--- config.mk ---
export PLATFORM = sky130hd
export DESIGN_NAME = tick_timer_bank
export DESIGN_NICKNAME = d
export VERILOG_FILES = /design/src/rtl/tmr_pkg.sv /design/src/rtl/tmr_prescaler.sv /design/src/rtl/tmr_enable_sync.sv /design/src/rtl/tmr_channel.sv /design/src/rtl/tick_timer_bank.sv
export SDC_FILE = /design/constraint.sdc
export NUM_CORES = 1
export LEC_CHECK = 0
export BUFFER_PORTS_ARGS = -buffer_cell sky130_fd_sc_hd__clkbuf_2
export CELL_PAD_IN_SITES_DETAIL_PLACEMENT = 0
export CELL_PAD_IN_SITES_GLOBAL_PLACEMENT = 1
export CORE_UTILIZATION = 50
export CTS_BUF_LIST = sky130_fd_sc_hd__clkbuf_2 sky130_fd_sc_hd__clkbuf_4 sky130_fd_sc_hd__clkbuf_8
export CTS_CLUSTER_SIZE = 30
export DETAILED_ROUTE_END_ITERATION = 7
export PLACE_DENSITY_LB_ADDON = 0.1
export SYNTH_ARGS = -nofsm -noshare
export SYNTH_HDL_FRONTEND = slang
export SYNTH_SLANG_ARGS = --single-unit
export TNS_END_PERCENT = 10
--- constraint.sdc ---
create_clock -name clk -period 3.83 [get_ports clk]
set_clock_uncertainty 0.1 [all_clocks]
set_input_delay 0.5745 -clock clk [delete_from_list [all_inputs] [get_ports clk]]
set_output_delay 0.5745 -clock clk [all_outputs]
set_load 0.01 [all_outputs]
--- src/rtl/tmr_pkg.sv ---
package tmr_pkg;

    localparam int DATA_W     = 32;
    localparam int ADDR_W     = 8;
    localparam int SRC_W      = 2;
    localparam int NSRC       = 1 << SRC_W;
    localparam int PRE_W      = 3;
    localparam int SYNC_TICKS = 2;

    localparam logic [3:0] OFS_IEN  = 4'h0;
    localparam logic [3:0] OFS_STAT = 4'h4;
    localparam logic [3:0] OFS_CTRL = 4'h0;
    localparam logic [3:0] OFS_INTV = 4'h4;
    localparam logic [3:0] OFS_CNT  = 4'h8;

    typedef struct packed {
        logic             single;
        logic [PRE_W-1:0] presc;
        logic [SRC_W-1:0] src;
        logic             reload;
        logic             en;
    } ctrl_t;

    typedef enum logic [2:0] {
        RG_NONE,
        RG_IEN,
        RG_STAT,
        RG_CTRL,
        RG_INTV,
        RG_CNT
    } reg_kind_e;

    function automatic reg_kind_e decode_kind(input logic global_blk,
                                              input logic [3:0] sub);
        reg_kind_e k;
        k = RG_NONE;
        if (global_blk) begin
            if (sub == OFS_IEN)       k = RG_IEN;
            else if (sub == OFS_STAT) k = RG_STAT;
        end else begin
            if (sub == OFS_CTRL)      k = RG_CTRL;
            else if (sub == OFS_INTV) k = RG_INTV;
            else if (sub == OFS_CNT)  k = RG_CNT;
        end
        return k;
    endfunction

endpackage

--- src/rtl/tmr_prescaler.sv ---
module tmr_prescaler
    import tmr_pkg::*;
#(
    parameter int PW = PRE_W
) (
    input  logic          clk,
    input  logic          rst,
    input  logic          restart,
    input  logic          src_tick,
    input  logic [PW-1:0] exp_sel,
    output logic          tick_out
);
    localparam int LIM_W = (1 << PW) - 1;
    localparam logic [LIM_W-1:0] ONES = {LIM_W{1'b1}};

    logic [LIM_W-1:0] pcnt;
    logic [LIM_W-1:0] lim;

    always_comb begin
        lim = ONES >> (LIM_W - int'(exp_sel));
    end

    assign tick_out = src_tick && (pcnt == lim);

    always_ff @(posedge clk) begin
        if (rst || restart) begin
            pcnt <= '0;
        end else if (src_tick) begin
            if (pcnt == lim) pcnt <= '0;
            else             pcnt <= pcnt + 1'b1;
        end
    end

endmodule

--- src/rtl/tmr_enable_sync.sv ---
module tmr_enable_sync #(
    parameter int SYNC = 2
) (
    input  logic clk,
    input  logic rst,
    input  logic tick,
    input  logic en_req,
    input  logic force_off,
    output logic en_eff
);
    localparam int SW = $clog2(SYNC + 1);

    logic [SW-1:0] wait_cnt;

    always_ff @(posedge clk) begin
        if (rst || force_off) begin
            en_eff   <= 1'b0;
            wait_cnt <= '0;
        end else if (en_req == en_eff) begin
            wait_cnt <= '0;
        end else if (tick) begin
            if (wait_cnt == SW'(SYNC - 1)) begin
                en_eff   <= en_req;
                wait_cnt <= '0;
            end else begin
                wait_cnt <= wait_cnt + 1'b1;
            end
        end
    end

endmodule

--- src/rtl/tmr_channel.sv ---
module tmr_channel
    import tmr_pkg::*;
#(
    parameter int CNT_W = 32
) (
    input  logic             clk,
    input  logic             rst,
    input  logic [NSRC-1:0]  src_ticks,
    input  logic             ctrl_we,
    input  ctrl_t            ctrl_wd,
    input  logic             intv_we,
    input  logic [CNT_W-1:0] intv_wd,
    output ctrl_t            ctrl_o,
    output logic [CNT_W-1:0] intv_o,
    output logic [CNT_W-1:0] cnt_o,
    output logic             expire
);
    ctrl_t            ctrl_q;
    logic [CNT_W-1:0] intv_q;
    logic [CNT_W-1:0] cnt_q;
    logic             ch_tick;
    logic             en_eff;
    logic             stop;

    tmr_prescaler #(.PW(PRE_W)) u_pre (
        .clk      (clk),
        .rst      (rst),
        .restart  (ctrl_we),
        .src_tick (src_ticks[ctrl_q.src]),
        .exp_sel  (ctrl_q.presc),
        .tick_out (ch_tick)
    );

    tmr_enable_sync #(.SYNC(SYNC_TICKS)) u_sync (
        .clk       (clk),
        .rst       (rst),
        .tick      (ch_tick),
        .en_req    (ctrl_q.en),
        .force_off (stop),
        .en_eff    (en_eff)
    );

    assign expire = ch_tick && !ctrl_q.reload && en_eff
                    && (cnt_q == CNT_W'(1));
    assign stop   = expire && ctrl_q.single;

    always_ff @(posedge clk) begin
        if (rst) begin
            ctrl_q <= '0;
            intv_q <= '0;
            cnt_q  <= '0;
        end else begin
            if (ch_tick) begin
                if (ctrl_q.reload) begin
                    cnt_q         <= intv_q;
                    ctrl_q.reload <= 1'b0;
                end else if (en_eff) begin
                    if (cnt_q != '0)         cnt_q <= cnt_q - 1'b1;
                    else if (!ctrl_q.single) cnt_q <= intv_q;
                end
            end
            if (stop)    ctrl_q.en <= 1'b0;
            if (ctrl_we) ctrl_q    <= ctrl_wd;
            if (intv_we) intv_q    <= intv_wd;
        end
    end

    assign ctrl_o = ctrl_q;
    assign intv_o = intv_q;
    assign cnt_o  = cnt_q;

endmodule

--- src/rtl/tick_timer_bank.sv ---
module tick_timer_bank
    import tmr_pkg::*;
#(
    parameter int NCH   = 2,
    parameter int CNT_W = 32
) (
    input  logic              clk,
    input  logic              rst,
    input  logic [NSRC-1:0]   tick_src,
    input  logic              bus_wr,
    input  logic [ADDR_W-1:0] bus_addr,
    input  logic [DATA_W-1:0] bus_wdata,
    output logic [DATA_W-1:0] bus_rdata,
    output logic              irq
);
    localparam int IDX_W = ADDR_W - 4;

    logic [IDX_W-1:0] blk;
    logic [3:0]       sub;
    reg_kind_e        kind;
    logic [NCH-1:0]   ch_hit;

    logic [NCH-1:0]   irq_en_q;
    logic [NCH-1:0]   status_q;
    logic [NCH-1:0]   expire;
    logic [NCH-1:0]   clr_mask;

    ctrl_t            ctrl_arr [NCH];
    logic [CNT_W-1:0] intv_arr [NCH];
    logic [CNT_W-1:0] cnt_arr  [NCH];

    assign blk  = bus_addr[ADDR_W-1:4];
    assign sub  = bus_addr[3:0];
    assign kind = decode_kind(blk == '0, sub);

    genvar g;
    generate
        for (g = 0; g < NCH; g++) begin : g_ch
            assign ch_hit[g] = (blk == IDX_W'(g + 1));

            tmr_channel #(.CNT_W(CNT_W)) u_ch (
                .clk       (clk),
                .rst       (rst),
                .src_ticks (tick_src),
                .ctrl_we   (bus_wr && ch_hit[g] && kind == RG_CTRL),
                .ctrl_wd   (ctrl_t'(bus_wdata[$bits(ctrl_t)-1:0])),
                .intv_we   (bus_wr && ch_hit[g] && kind == RG_INTV),
                .intv_wd   (bus_wdata[CNT_W-1:0]),
                .ctrl_o    (ctrl_arr[g]),
                .intv_o    (intv_arr[g]),
                .cnt_o     (cnt_arr[g]),
                .expire    (expire[g])
            );
        end
    endgenerate

    assign clr_mask = (bus_wr && kind == RG_STAT) ? bus_wdata[NCH-1:0] : '0;

    always_ff @(posedge clk) begin
        if (rst) begin
            irq_en_q <= '0;
            status_q <= '0;
        end else begin
            if (bus_wr && kind == RG_IEN) irq_en_q <= bus_wdata[NCH-1:0];
            status_q <= expire | (status_q & ~clr_mask);
        end
    end

    always_comb begin
        bus_rdata = '0;
        case (kind)
            RG_IEN:  bus_rdata = DATA_W'(irq_en_q);
            RG_STAT: bus_rdata = DATA_W'(status_q);
            default: begin
                for (int i = 0; i < NCH; i++) begin
                    if (ch_hit[i]) begin
                        if (kind == RG_CTRL)      bus_rdata = DATA_W'(ctrl_arr[i]);
                        else if (kind == RG_INTV) bus_rdata = DATA_W'(intv_arr[i]);
                        else if (kind == RG_CNT)  bus_rdata = DATA_W'(cnt_arr[i]);
                    end
                end
            end
        endcase
    end

    assign irq = |(status_q & irq_en_q);

endmodule

## Word level (Yosys, flattened, before mapping)

Cells that the tools add are included.
Widths: inputs -> output; s select.

- Register bits after elaboration: 168
- Bits of input ports: 47
- Word-level logic and storage cells: 138

- Add/subtract/negate cells: 8
- Order comparisons: 2
- Equality and inequality tests: 19
- Shift-type cells: 2
- Muxes and demuxes: 38
- Bitwise operators: 6
- Reduce and logical (&&, ||, !) cells: 41

Operators with widths:

| kind | count |
|---|---|
| $mux 32 | 16 |
| $eq 32x1->1 const B | 2 |
| $pmux 32 s2 | 1 |
| $reduce_bool 32->1 | 2 |
| $shr 7x32->7 const A | 2 |
| $sub 32x1->32 const B | 2 |
| $logic_and 1x1->1 | 18 |
| $add 7x1->7 const B | 2 |
| $eq 7x7->1 | 2 |
| $mux 2 | 7 |
| $mux 7 | 2 |
| $mux 3 | 4 |
| $reduce_and 3->1 | 4 |
| $reduce_bool 2->1 | 6 |
| $logic_not 4->1 | 2 |
| $sub 3x3->4 const A | 2 |
| $eq 3x2->1 const B | 2 |
| $eq 3x3->1 const B | 2 |
| $lt 2x3->1 const B | 2 |
| $mux 1 | 6 |
| $ne 3x3->1 const B | 2 |
| $reduce_or 2->1 | 3 |
| $add 2x1->2 const B | 2 |
| $and 2x2->2 | 2 |
| other kinds (13) | 21 |

## Longest topological paths before layout

Gate-level depths: netlist of the first run.

- Word-level depth: 15
- Gate-level depth with buffers: 10
- Gate-level depth less buffers: 8

## By module

A second synthesis of the first run with hierarchy kept.

- Cell total of the unflattened synthesis: 1170
- Area total of the unflattened synthesis: 9779.4 µm²

Modules (own cells, without submodules):

| module | instances | cells each | area each (µm²) | sequential area each (µm²) |
|---|---|---|---|---|
| tmr_channel (g_ch[1].u_ch) | 1 | 424 | 3642.2 | 1441.4 |
| tmr_channel (g_ch[0].u_ch) | 1 | 429 | 3607.2 | 1441.4 |
| tick_timer_bank | 1 | 183 | 1241.2 | 80.1 |
| tmr_prescaler | 2 | 55 | 510.5 | 140.1 |
| tmr_enable_sync | 2 | 12 | 133.9 | 60.1 |

## Worst setup path before layout of the first run

OpenSTA, ideal clock, no wires.

- Path type: in2out
- Start point: input bus_addr[1]
- End point: output bus_rdata[10]
- Arrival time: 2.347 ns
- Required time: 3.155 ns
- Setup slack: 0.809 ns
- Stages: 7
- Buffers on the path: 1
- Cells stage by stage: nor3_1 -> nand2_1 -> nor2_1 -> clkbuf_1 -> mux2i_1 -> o21a_1 -> nor2_1

- Longest elaborated chain between the ends: 15

Ends and longest elaborated chain:

| element | RTL line | RTL |
|---|---|---|
| start: declaration | tick_timer_bank.sv:11 | `input logic [ADDR_W-1:0] bus_addr,` |
| $eq 4x4->1 | tmr_pkg.sv:43 | `else if (sub == OFS_CNT) k = RG_CNT;` |
| $mux 3 | tmr_pkg.sv:43 |  |
| $mux 3 | tmr_pkg.sv:42 | `else if (sub == OFS_INTV) k = RG_INTV;` |
| $mux 3 | tmr_pkg.sv:41 | `if (sub == OFS_CTRL) k = RG_CTRL;` |
| $mux 3 * | tmr_pkg.sv:37 | `if (global_blk) begin` |
| $eq 3x3->1 | tick_timer_bank.sv:79 | `else if (kind == RG_CNT) bus_rdata = DATA_W'(cnt_arr[i]);` |
| $mux 32 | tick_timer_bank.sv:79 |  |
| $mux 32 | tick_timer_bank.sv:78 | `else if (kind == RG_INTV) bus_rdata = DATA_W'(intv_arr[i]);` |
| $mux 32 | tick_timer_bank.sv:77 | `if (kind == RG_CTRL) bus_rdata = DATA_W'(ctrl_arr[i]);` |
| $mux 32 | tick_timer_bank.sv:76 | `if (ch_hit[i]) begin` |
| $mux 32 | tick_timer_bank.sv:79 |  |
| $mux 32 | tick_timer_bank.sv:78 |  |
| $mux 32 | tick_timer_bank.sv:77 |  |
| $mux 32 | tick_timer_bank.sv:76 |  |
| $pmux 32 s2 * | tick_timer_bank.sv:71 | `case (kind)` |
| end: declaration | tick_timer_bank.sv:13 | `output logic [DATA_W-1:0] bus_rdata,` |

Mark *: on every way between the ends. The rest lies on a longest branch, timed or not.

## Worst setup path in the final report of the first run

- Start point: register g_ch[0].u_ch.ctrl_q, in the netlist g_ch[0].u_ch.ctrl_o[5]
- End point: register g_ch[0].u_ch.cnt_q[23]

- Longest elaborated chain between the ends: 5

Ends and longest elaborated chain:

| element | RTL line | RTL |
|---|---|---|
| start: declaration | tmr_channel.sv:18 | `ctrl_t ctrl_q;` |
| start signal: assignment | tmr_channel.sv:63 | `if (ctrl_we) ctrl_q <= ctrl_wd;` |
| $sub 3x3->4 | tmr_prescaler.sv:20 | `lim = ONES >> (LIM_W - int'(exp_sel));` |
| $shr 7x32->7 | tmr_prescaler.sv:20 |  |
| $eq 7x7->1 | tmr_prescaler.sv:23 | `assign tick_out = src_tick && (pcnt == lim);` |
| $logic_and 1x1->1 | tmr_prescaler.sv:23 |  |
| $reduce_and 3->1 (no line) | - |  |
| end signal: assignment | tmr_channel.sv:55 | `cnt_q <= intv_q;` |
| end signal: assignment | tmr_channel.sv:58 | `if (cnt_q != '0) cnt_q <= cnt_q - 1'b1;` |
| end signal: assignment | tmr_channel.sv:59 | `else if (!ctrl_q.single) cnt_q <= intv_q;` |
| end: declaration | tmr_channel.sv:20 | `logic [CNT_W-1:0] cnt_q;` |

No other way between the ends.
A chain may end at the register's enable or synchronous reset.

==> impl_metrics.tcl, run 1 <==
set metrics [dict create \
    dp_cells 1548 \
    r2r_setup_slack_ps 710 \
    multi_input_area_sq_um 5910 \
    vias_per_cell 6.46 \
    postCtsHoldBufs 0 \
    path_clk_slew_ps 110 \
    final_layout_size_suffix_gt1_frac 0.154 \
    crit_buf_inv 0 \
    cts.repair.resized 0 \
    fillers 1867 \
    synth_seq_cells 168 \
    vias 10205 \
    cp-startpoint "g_ch[0].u_ch.ctrl_o[5]" \
    critical-path-max-stage-delay_ps 990 \
    rows 50 \
    overflow 0 \
    die_area_sq_um 20000 \
    routed_wl_mm 33.4 \
    gp_congestion 0.917 \
    layout.cells.non_filler 1580 \
    grt_pass1_vias 9334 \
    htree_levels 4 \
    syn_area_per_cell_sq_um 7.66 \
    synth_cell_type_count 81 \
    coreArea_sq_um 18900 \
    die_y_microns 142 \
    ys_warn_count 0 \
    use_met1 0.474 \
    cp-start-kind "flop" \
    die_x_microns 142 \
    grt_util_met3 0.0510 \
    antenna_found_initial 0 \
    seq_area_sq_um 3360 \
    power_frac_seq 0.533 \
    grt_pass1_wl_mm 53.0 \
    drtIter0Drc 1140 \
    portBuffers 79 \
    insertion_delay_ps 480 \
    synth_top_flop_cell "dfxtp_1" \
    slowest_stage "and4_1" \
    cts_tree "built" \
    setup_slack_ps 706 \
    dpl_worst_slack_ps 721 \
    rsz0062_at_grt "no" \
    required_ps 4130 \
    synth_area_leaders "dfxtp_1 35%, nand2_1 8.7%, a21oi_1 7.5%, nor2_1 3.7%, nor3_1 3.6%" \
    period_needed_ps 3120 \
    ios 80 \
    cap_violations 0 \
    finalSetupViolCount 0 \
    numCtsBuffers 17 \
    drtPass1Iterations 6 \
    grt_max_degree 65 \
    netlist_area_sq_um 9740 \
    crit_fanout 30 \
    drc 0 \
    use_met2 0.530 \
    clock-sinks 168 \
    internal_power_uw 2420 \
    num-nets-final 1362 \
    synth-async-reset-ratio 0 \
    switching_share 0.266 \
    synth_edf_count 0 \
    p_clk_frac 0.409 \
    synth_top_area_share 0.345 \
    tightest_slew_ps 1110 \
    fin_setup_tns_ps 0 \
    crit_path_end_kind "flop" \
    hold_violations 0 \
    grt_usage 0.340 \
    clock.fmax_mhz 320 \
    ys_seq_area_frac 0.345 \
    p_total_uw 3290 \
    cp_top_family "simple AND/OR/NAND/NOR gates" \
    powerDensity_nw_per_um2 305 \
    relSlewSlack 0.260 \
    busiest_layer "met2" \
    syn_inst 1271 \
    path_cells "or4_1, a21boi_0, o22ai_1, and4_1, nand2_1, o21ai_0" \
    hpwlAfterDp_mm 23.3 \
    worst_ir_drop_vdd_v 0.000209 \
    cp.depth 6 \
    areaGrowthSynthToFinish_pct 10.8 \
    clockRootBuffer "clkbuf_8" \
    leakagePower_uw 0.00346 \
    switchingPower_uw 876 \
    syn_nets 1326 \
    hold_class "in2reg" \
    netlist.top_cell.by_area "dfxtp_1" \
    criticalPathCategory "reg2reg" \
    cts_buffer_depth 2 \
    ff2ff_path_depth 6 \
    diodes 0 \
    start_util 0.516 \
    status "complete, no violations" \
    ant_nets 0 \
    combPwrFrac 0.059 \
    slew_viol_final 0 \
    synth.most_common_cell "nand2_1" \
    yosys-top-cells-count "226 x nand2_1, 168 x dfxtp_1, 146 x a21oi_1, 97 x nor2_1, 86 x clkbuf_1" \
    cp.arrival_ps 3420 \
    critical_path.endpoint "g_ch[0].u_ch.cnt_o[23]" \
    post-cts-setup-buffers 0 \
    post-route-period-util 0.816 \
    avgRoutedWirePerCell_microns 21.1 \
    timing.rr.start "g_ch[0].u_ch.ctrl_o[5]" \
    r2r_end "g_ch[0].u_ch.cnt_o[23]" \
]
[logic make-up (layout without fill, tap and decap cells)]
family	after synthesis	after routing	synth area share
AND/OR/NAND/NOR	526	526	0.254
AO/OA/AOI/OAI	389	389	0.277
flip-flops	168	168	0.345
buffers and inverters	122	171	0.0516
multiplexers	41	41	0.0461
XOR/XNOR	17	17	0.0153
adder cells (fa/ha/maj)	8	8	0.0103
[flip-flops by register name, summed over array words and instances, names as in the netlist]
name and flops:
irq_en_q 2, status_q 2, g_ch.u_ch.intv_o 64, g_ch.u_ch.u_sync.en_eff 2, g_ch.u_ch.u_sync.wait_cnt 4, g_ch.u_ch.ctrl_o 16, g_ch.u_ch.u_pre.pcnt 14, g_ch.u_ch.cnt_o 64
[power by group through the flow]
stage	logic [uW]	registers (uW)	clock network [uW]
global route	205	1750	1430
detailed placement	189	1790	0
floorplan	102	1790	0
CTS	190	1750	1360
finish	193	1750	1350
global placement	189	1790	0
[per-stage QoR]
step	instance area, sq um	hold slack (ps)	utilization
after floorplan	9740	342	-
after global routing	10800	229	0.571
final	10800	234	0.571
after detailed placement	10400	361	0.550
after global placement	10400	358	0.550
after CTS	10800	220	0.571
[final cells by class]
class                      count  share of cell area
tap                          260              0.0301
inverter                      20             0.00695
clock inverter                12              0.0132
clock buffer                  20              0.0238
multi-input combinational    981               0.547
timing repair buffer         119              0.0670
sequential                   168               0.312
[worst reg2reg max path: stages (launching register included)]
cell and delay (ps):
dfxtp_1 390, or4_1 550, a21boi_0 150, o22ai_1 270, and4_1 990, nand2_1 350, o21ai_0 250
[layout by cell type, fill, tap and decap left out, types with 17 or more instances in the layout]
cell,count
nor3_1,71
a21oi_1,146
nand3_1,28
clkbuf_2,78
nand2_1,226
o21ai_0,36
mux2i_1,28
clkbuf_8,17
nor2_1,94
o221ai_1,24
dfxtp_1,168
buf_4,39
inv_1,19
[worst min path at each step]
stage / from / end / slack (ps) / depth (start not counted)
global placement: g_ch[0].u_ch.intv_o[11] / g_ch[0].u_ch.intv_o[11] / 360 / 2
finish: bus_wdata[26] / g_ch[0].u_ch.intv_o[26] / 230 / 3
CTS: bus_wdata[26] / g_ch[0].u_ch.intv_o[26] / 220 / 3
detailed placement: g_ch[1].u_ch.intv_o[23] / g_ch[1].u_ch.intv_o[23] / 360 / 2
floorplan: g_ch[1].u_ch.intv_o[20] / g_ch[1].u_ch.intv_o[20] / 340 / 2
global route: bus_wdata[14] / g_ch[0].u_ch.intv_o[14] / 230 / 3
[layer usage]
metal	routed length [microns]	part of all wire
met4	1050	0.031
met1	15100	0.45
met2	14800	0.44
met5	0	0
met3	2440	0.073
Note: power is estimated with default switching activity, not from simulation.
==> run 2, diff against run 1 <==
--- a/config.mk
+++ b/config.mk
@@ -5,10 +5,11 @@
 export SDC_FILE = /design/constraint.sdc
 export NUM_CORES = 1
 export LEC_CHECK = 0
+export ABC_AREA = 1
 export BUFFER_PORTS_ARGS = -buffer_cell sky130_fd_sc_hd__clkbuf_2
 export CELL_PAD_IN_SITES_DETAIL_PLACEMENT = 0
 export CELL_PAD_IN_SITES_GLOBAL_PLACEMENT = 1
-export CORE_UTILIZATION = 50
+export CORE_UTILIZATION = 44
 export CTS_BUF_LIST = sky130_fd_sc_hd__clkbuf_2 sky130_fd_sc_hd__clkbuf_4 sky130_fd_sc_hd__clkbuf_8
 export CTS_CLUSTER_SIZE = 30
 export DETAILED_ROUTE_END_ITERATION = 7
==> constraint.sdc (replaced) <==
create_clock -name clk -period 3 [get_ports clk]
set_clock_uncertainty 0.1 [all_clocks]
set_input_delay 0.45 -clock clk [delete_from_list [all_inputs] [get_ports clk]]
set_output_delay 0.45 -clock clk [all_outputs]
set_load 0.01 [all_outputs]
==> run 2 against run 1 <==
Clock power up 44%. Worst setup slack worse by 470 ps. Count of clock-buffer cells in the layout up 1. Sequential power up 28%. Utilization down 7.1 points. Register-to-register slack better by 30 ps. Synthesized cell count up 39%. Global-route usage down 3.8 points. Critical path depth up 4. Non-clock buffer count down 7. Worst hold slack worse by 63 ps. Combinational power up 62%. Largest cell class unchanged. Highest routed layer is now met5.
==> impl_metrics.tcl, run 2 <==
set metrics [dict create \
    grt_usage 0.302 \
    ant_nets 0 \
    ios 80 \
    tightest_slew_ps 634 \
    final_layout_size_suffix_gt1_frac 0.103 \
    hold_violations 0 \
    fillers 2627 \
    crit_fanout 11 \
    status "complete, no violations" \
    netlist.top_cell.by_area "dfxtp_1" \
    die_y_microns 158 \
    path_clk_slew_ps 100 \
    synth_top_area_share 0.314 \
    post-cts-setup-buffers 0 \
    drc 0 \
    vias_per_cell 5.41 \
    syn_inst 1765 \
    dpl_worst_slack_ps 158 \
    start_util 0.453 \
    antenna_found_initial 1 \
    synth_area_leaders "dfxtp_1 31%, nand2_1 15%, o21ai_0 9.9%, a21oi_1 8.6%, nor2_1 8.4%" \
    synth_cell_type_count 45 \
    netlist_area_sq_um 10700 \
    cap_violations 0 \
    syn_area_per_cell_sq_um 6.07 \
    setup_slack_ps 237 \
    die_x_microns 158 \
    slowest_stage "a221oi_1" \
    coreArea_sq_um 23700 \
    synth-async-reset-ratio 0 \
    grt_pass1_vias 10434 \
    post-route-period-util 0.921 \
    cp-start-kind "primary input" \
    clock-sinks 168 \
    criticalPathCategory "in2out" \
    postCtsHoldBufs 0 \
    synth_top_flop_cell "dfxtp_1" \
    syn_nets 1820 \
    rsz0062_at_grt "no" \
    numCtsBuffers 17 \
    drtIter0Drc 1206 \
    synth_seq_cells 168 \
    gp_congestion 0.901 \
    hold_class "in2reg" \
    fin_setup_tns_ps 0 \
    insertion_delay_ps 480 \
    path_cells "clkbuf_2, inv_2, nand2_1, nor2_4, nand2_2, inv_1, buf_4, a21oi_1, a221oi_1, clkbuf_2" \
    final_common_cell "nand2_1" \
    leakagePower_uw 0.00554 \
    routed_wl_mm 37.0 \
    cts.repair.resized 0 \
    rows 56 \
    worst_path_most_repeated_cell "clkbuf_2" \
    period_needed_ps 2760 \
    clockRootBuffer "clkbuf_8" \
    crit_path_end_kind "primary output" \
    cts_buffer_depth 2 \
    portBuffers 79 \
    grt_pass1_wl_mm 57.8 \
    avgRoutedWirePerCell_microns 17.3 \
    htree_levels 4 \
    mostFrequentLayoutCells "430 x nand2_1, 237 x nor2_1, 213 x o21ai_0" \
    cp.arrival_ps 2210 \
    ys_seq_area_frac 0.314 \
    synth_edf_count 0 \
    num-nets-final 1866 \
    drtPass1Iterations 5 \
    relSlewSlack 0.573 \
    diodes 0 \
    slew_viol_final 0 \
    required_ps 2450 \
    cts_tree "built" \
    overflow 0 \
    powerDensity_nw_per_um2 379 \
    multi_input_area_sq_um 6290 \
    ys_warn_count 0 \
    areaGrowthSynthToFinish_pct 10.5 \
    synth.most_common_cell "nand2_1" \
    finalSetupViolCount 0 \
    yosys-top-cells-count "431 x nand2_1, 240 x nor2_1, 213 x o21ai_0, 184 x a21oi_1, 168 x dfxtp_1" \
    seq_area_sq_um 3360 \
    critical-path-max-stage-delay_ps 350 \
    worst_ir_drop_vdd_v 0.000224 \
    grt_max_degree 69 \
    hpwlAfterDp_mm 27.8 \
    vias 11591 \
    die_area_sq_um 25000 \
    clock.fmax_mhz 362 \
]
==> run 2: changes by cell type after synthesis, moves of 12 or more <==
cell / previous run / this run
mux2i_1: 28 / 0
inv_1: 19 / 164
clkbuf_1: 86 / 50
a21oi_1: 146 / 184
nand3_1: 28 / 127
o32ai_1: 12 / 0
o21ai_0: 36 / 213
o221ai_1: 24 / 1
nor4_1: 15 / 1
o21a_1: 16 / 0
nand2_1: 226 / 431
nor3_1: 71 / 9
nor2_1: 97 / 240
a222oi_1: 12 / 0
==> run 2: logic make-up (layout without fill, tap and decap cells) <==
| family | count (synthesis) | in the layout | synth area share |
|---|---|---|---|
| AOI/OAI and AO/OA | 445 | 445 | 0.219 |
| and+or+nand+nor | 864 | 864 | 0.338 |
| xor gates and xnor gates | 24 | 24 | 0.0196 |
| DFF | 168 | 168 | 0.314 |
| buffers and inverters | 256 | 315 | 0.100 |
| adders and majority gates | 8 | 8 | 0.00934 |
==> run 2: worst paths after layout <==
| check | startpoint | to | slack, ps | cells after the start |
|---|---|---|---|---|
| max | bus_addr[3] | bus_rdata[14] | 240 | 10 |
| max reg2reg | g_ch[0].u_ch.ctrl_o[5] | g_ch[0].u_ch.cnt_o[25] | 740 | 11 |
| min reg2reg | g_ch[1].u_ch.u_sync.wait_cnt[1] | g_ch[1].u_ch.u_sync.wait_cnt[1] | 350 | 2 |
| min | bus_wdata[5] | g_ch[1].u_ch.ctrl_o[5] | 170 | 3 |
==> run 2: where the power goes <==
group	internal (uW)	switching (uW)	leakage, uW
combinational	92.9	220	0.00395
sequential	2230	7.93	0.00135
clock	1030	903	0.000232
total	3360	1130	0.00554
==> run 2: cell type report <==
type | count | area share
clock buffers | 21 | 0.0223
clock inverters | 11 | 0.0167
inverters | 171 | 0.0545
multi-input cells | 1341 | 0.531
flip-flops and latches | 168 | 0.284
well taps | 319 | 0.0337
repair buffers | 112 | 0.0575
==> run 2: critical path: cells and delay by family <==
| family | cells | cell delay, ps |
|---|---|---|
| AND/OR/NAND/NOR | 3 | 420 |
| AO/OA/AOI/OAI | 2 | 430 |
| buffers and inverters | 5 | 910 |
==> run 2: through the flow <==
step / std cells / area [sq um] / utilization / power [uW] / hold WS, ps
2_1_floorplan: 1765 / 10700 / - / 2470 / 323
3_3_place_gp: 2111 / 11400 / 0.480 / 2600 / 334
3_5_place_dp: 2111 / 11400 / 0.480 / 2600 / 337
4_1_cts: 2143 / 11800 / 0.500 / 4520 / 160
5_1_grt: 2143 / 11800 / 0.500 / 4660 / 158
6_report: 2143 / 11800 / 0.500 / 4490 / 171
==> run 2: routing by layer <==
| layer | GRT usage | vias to the layer above | part of all wire |
|---|---|---|---|
| met5 | 0 | - | 0.00035 |
| met4 | 0.0751 | 2 | 0.016 |
| met3 | 0.0452 | 41 | 0.061 |
| met2 | 0.456 | 344 | 0.43 |
| met1 | 0.443 | 5330 | 0.49 |
| li1 | - | 5874 | - |
